$ cat src/rtl/l1_split_dispatch.sv
module l1_split_dispatch #(
  parameter int ADDR_W = 32
) (
  input  logic              clk,
  input  logic              rst_n,
  input  logic              req_valid,
  output logic              req_ready,
  input  logic [2:0]        req_type,
  input  logic [ADDR_W-1:0] req_addr,
  input  logic              icache_hit,
  input  logic              dcache_hit,
  input  logic              space_avail,
  input  logic [ADDR_W-1:0] victim_addr,
  output logic              evt_valid,
  input  logic              evt_ready,
  output logic [1:0]        evt_code,
  output logic [ADDR_W-1:0] evt_addr,
  output logic              evt_pop,
  output logic              req_pop,
  output logic              err_type
);

  localparam logic [1:0] EV_LOAD = 2'd0;
  localparam logic [1:0] EV_IFETCH = 2'd1;
  localparam logic [1:0] EV_STORE = 2'd2;
  localparam logic [1:0] EV_REPL = 2'd3;

  logic              is_fetch, bad_type, tgt_hit, oth_hit, accept;
  logic [1:0]        own_evt, nxt_code;
  logic [ADDR_W-1:0] nxt_addr;
  logic              nxt_pop;

  assign is_fetch = (req_type == 3'd1);
  assign bad_type = (req_type > 3'd3);
  assign tgt_hit  = is_fetch ? icache_hit : dcache_hit;
  assign oth_hit  = is_fetch ? dcache_hit : icache_hit;
  assign req_ready = !evt_valid || evt_ready;
  assign accept   = req_valid && req_ready;

  always_comb begin
    unique case (req_type)
      3'd0:    own_evt = EV_LOAD;
      3'd1:    own_evt = EV_IFETCH;
      default: own_evt = EV_STORE;
    endcase
  end

  always_comb begin
    nxt_code = own_evt;
    nxt_addr = req_addr;
    nxt_pop  = 1'b1;
    if (oth_hit) begin
      nxt_code = EV_REPL;
      nxt_pop  = 1'b0;
    end else if (!tgt_hit && !space_avail) begin
      nxt_code = EV_REPL;
      nxt_addr = victim_addr;
      nxt_pop  = 1'b0;
    end
  end

  always_ff @(posedge clk) begin
    if (!rst_n) begin
      evt_valid <= 1'b0;
      evt_code  <= EV_LOAD;
      evt_addr  <= '0;
      evt_pop   <= 1'b0;
      req_pop   <= 1'b0;
      err_type  <= 1'b0;
    end else begin
      req_pop  <= accept && !bad_type && nxt_pop;
      err_type <= accept && bad_type;
      if (accept) begin
        evt_valid <= !bad_type;
        if (!bad_type) begin
          evt_code <= nxt_code;
          evt_addr <= nxt_addr;
          evt_pop  <= nxt_pop;
        end
      end else if (evt_ready) begin
        evt_valid <= 1'b0;
      end
    end
  end

endmodule


$ cat config.mk
export PLATFORM = sky130hd
export DESIGN_NAME = l1_split_dispatch
export DESIGN_NICKNAME = d
export VERILOG_FILES = /design/src/rtl/l1_split_dispatch.sv
export SDC_FILE = /design/constraint.sdc
export NUM_CORES = 1
export LEC_CHECK = 0
export BUFFER_PORTS_ARGS = -buffer_cell sky130_fd_sc_hd__clkbuf_2
export CAP_MARGIN = 0
export CORE_UTILIZATION = 35
export CTS_CLUSTER_DIAMETER = 50
export DETAILED_ROUTE_END_ITERATION = 8
export GPL_ROUTABILITY_DRIVEN = 1
export PLACE_DENSITY_LB_ADDON = 0.12
export SYNTH_ARGS = -nofsm -noshare
export SYNTH_HDL_FRONTEND = slang
export SYNTH_SLANG_ARGS = --single-unit
export TNS_END_PERCENT = 100
$ cat constraint.sdc
create_clock -name clk -period 2.5 [get_ports clk]
set_input_delay 0.25 -clock clk [delete_from_list [all_inputs] [get_ports clk]]
set_output_delay 0.25 -clock clk [all_outputs]
set_load 0.05 [all_outputs]
* Word level (Yosys, flattened, before mapping) *
Cells that the tools add are included.

storage, ports and cells
  register bits = 38
  word-level logic and storage cells = 33

operators by class
  $lt $le $gt $ge = 1
  eq/ne operators = 1
  muxes and demuxes = 11
  bitwise gates (word level) = 1
  reduce and logical (&&, ||, !) cells = 13

operators by type and width
  operator                                                               count
  32-bit 2-to-1 mux                                                      2
  1-bit 2-to-1 mux                                                       6
  1-bit logical AND                                                      5
  1-bit zero test                                                        4
  2-bit 2-to-1 mux                                                       2
  2-bit one-hot mux with 2 select lines                                  1
  3-bit by 1-bit == test with 1-bit output (second input constant)       1
  3-bit by 2-bit > comparator with 1-bit output (second input constant)  1
  3-bit zero test                                                        1
  2-bit AND reduction                                                    1
  2-bit nonzero test                                                     1
  1-bit logical OR                                                       1
  1-bit NOT                                                              1

* Logic depth before layout (Yosys ltp) *
  depth in word-level cells = 7
  mapped depth = 6

* Worst setup path before layout *
Ideal clock, no wire load.

  kind = reg-to-reg
  start = reg evt_valid
  end = reg evt_addr[28]
  library setup time = 134 ps
  data arrival time = 1503 ps
  required time = 2366 ps
  slack = 864 ps
  stages on the path, launching flop included = 7
  buffers on the path = 2
  cells stage by stage = dfxtp_1 -> nor2b_4 -> inv_2 -> buf_4 -> buf_4 -> a31oi_1 -> a311oi_2

on the way
  word-level cells in the longest chain between the ends = 4

RTL lines
  element                        line  text
  from (decl)                    14    output logic evt_valid,
  from (signal assigned)         74    evt_valid <= !bad_type;
  1-bit zero test                37    assign req_ready = !evt_valid || evt_ready;
  1-bit logical OR               37
  via req_ready                  7     output logic req_ready,
  1-bit logical AND              38    assign accept = req_valid && req_ready;
  2-bit AND reduction (no line)  --
  to (signal assigned)           77    evt_addr <= nxt_addr;
  to (decl)                      17    output logic [ADDR_W-1:0] evt_addr,

The timed path passes the listed nets, and every way through them passes these cells.
A chain may end at the register's enable or synchronous reset.

* Final worst setup path *
  start = reg evt_valid
  end = out req_ready

on the way
  word-level cells in the longest chain between the ends = 2

RTL lines
  element           line
  1-bit zero test   37
  1-bit logical OR  37
  to (decl)         7

Every way passes these cells.

==> results.toml <==
[setup_path]
r2r-start = "evt_valid"
crit_required_ns = 2.25
worst_ep_arrival_time_ns = 1.48
worstPathMaxFanout = 37
critical_path.startpoint_type = "flop"
end_kind = "output pin"
crit_type = "reg2out"
crit_path_start = "evt_valid"

[die]
num_io_pins = 113
die-area_um2 = 5810
dieWidth_um = 76.2
rows = 26
core-area_um2 = 5200
start_util = 0.371
die_h_um = 76.2

[sta]
tightestPinTransition_ns = 0.965
holdWs_ns = 0.212
post-route-worst-setup-slack_ns = 0.767
fin_crit_ns = 1.73
maxSlewViolCount = 0
fmax_ghz = 0.577
final-setup-viol-count = 0
skew_ns = 0.00178
fin_setup_tns_ns = 0
hold_viol = 0
rsz0062_at_grt = "no"
relSlewSlack = 0.356
period_share = 0.693

[global_route]
grt_util_met3 = 0.0431
grt_max_degree = 38
grt_use_met1 = 0.251
grt_pass1_wl_mm = 9.60
grt.total_usage = 0.200
grt_pass1_vias = 2088
antenna_found_initial = 0
use_met2 = 0.335
grt_overflow = 0
top_usage_layer = "met2"

[detailed_routing]
routed_via_density = 5.30
post_drt_wl_per_cell_um = 14.7
ant_nets = 0
drc = 0
drt_iter0_drc = 81
first_pass_iters = 4
vias = 2029
wl_mm = 5.64

[finish]
antennaDiodeCount = 0
area.growth.synth_to_final_pct = 30.0
multiInputGateArea_um2 = 956
postLayoutCellArea_um2 = 2510
final_util = 0.482
layout.nets = 388
final.fill_count = 540
drive_gt1_frac = 0.473
regArea_um2 = 761

[cts]
clkLatencyLatePin_ns = 0.28
cts_tree = "built"
cts_sinks = 38
cts.htree.levels = 2
post_cts_resized = 0
cts_made_buffers = 5
clockBufferDepth = 2
root_buffer = "clkbuf_8"
clk_pin_slew_ns = 0.07
hold_buffers = 0
post_cts_buffers = 0

[yosys]
avgSynthCellArea_um2 = 9.02
synthCells = 214
ys_types = 27
ys_warn_count = 0
ys_ff_latch = 38
synth_top_area_frac = 0.394
synth_largest_area_cell = "dfxtp_1"
synth_seq_area_share = 0.394
syn_area_um2 = 1930
mappedNetlistNets = 288
synth_area_leaders = "dfxtp_1 39%, nand2_1 11%, a31oi_1 11%, a311oi_1 11%, a311oi_2 7.0%"

[min_path]
hold_class = "in2reg"
hold_start = "req_addr[27]"

[placed_design]
place_ws_ns = 0.606
hpwlAfterDp_mm = 3.67
gp_congestion = 0.707
io_buffers = 112
place_area_um2 = 2420

[run]
drv_cap = 0

[power_and_ir_drop]
power_density_nw_per_um2 = 599
p_leak_uw = 0.00114
ir_drop_mv = 0.283

[outcome]
outcome = "finished clean"
==> metal layers <==
| metal | wire [um] | share of wire |
|---|---|---|
| met1 | 2620 | 0.46 |
| met3 | 407 | 0.072 |
| met5 | 0 | 0 |
| met2 | 2540 | 0.45 |
| met4 | 70 | 0.012 |
==> state kept, by name (all words and copies together) (netlist names) <==
signal / cells
evt_addr: 32
evt_code: 2
err_type: 1
evt_pop: 1
evt_valid: 1
req_pop: 1
==> report_power, final <==
group,switching (uW),internal (uW)
logic,289,132
clock network,200,213
registers,21.4,647
==> layout make-up <==
type / count / area share
multi-input combinational: 147 / 0.381
sequential: 38 / 0.303
timing repair buffer: 118 / 0.242
tap: 70 / 0.0349
clock buffer: 6 / 0.0329
inverter: 4 / 0.00599
==> synth_stat cells <==
library cell,number
nor3b_2,1
nor3_4,1
or3_1,1
a31o_2,1
o311a_1,1
inv_1,1
nor2b_4,1
o21a_1,1
and3_1,1
buf_6,11
nor2_1,1
buf_2,5
a211oi_1,1
clkbuf_1,5
buf_4,4
a311oi_2,9
nor3_1,1
inv_2,2
clkinv_1,1
o21bai_1,2
nand2_2,8
dfxtp_1,38
and3_4,1
a31oi_1,34
nand2_1,57
mux2i_1,1
a311oi_1,24
==> worst max-delay path, cell delays in order (launching register included) <==
cell	delay, ns
dfxtp_1	0.31
nor2b_4	0.12
inv_2	0.04
buf_4	0.36
clkbuf_2	0.35
==> logic make-up (layout without fill, tap and decap cells) <==
| kind of cell | Yosys count | after routing | synth area share |
|---|---|---|---|
| compound gates | 73 | 73 | 0.315 |
| simple gates | 73 | 73 | 0.176 |
| mux | 1 | 1 | 0.00519 |
| flops | 38 | 38 | 0.394 |
| buf+inv | 29 | 128 | 0.110 |
==> cell usage in the layout, fill, tap and decap left out, drive strengths merged <==
cell type,n
dfxtp,38
a211oi,1
o21a,1
or3,1
clkinv,1
nor2b,1
nor3,2
buf,6
o311a,1
a311oi,33
nand2,65
o21bai,2
nor2,1
inv,3
and3,2
mux2i,1
a31oi,34
clkbuf,118
a31o,1
nor3b,1
==> metrics by stage <==
stage	cells	power, uW
2_1_floorplan	214	986
4_1_cts	383	1520
3_5_place_dp	377	1110
3_3_place_gp	377	1100
6_report	383	1500
5_1_grt	383	1570
==> worst paths after layout <==
check,to,slack [ns],cells past startpoint
worst min-delay path,evt_addr[27],0.21,3
worst min register to register,evt_addr[26],0.55,2
worst max register to register,evt_pop,1.07,5
worst max-delay path,req_ready,0.77,4
No activity file was read; power rests on OpenSTA's default activity.
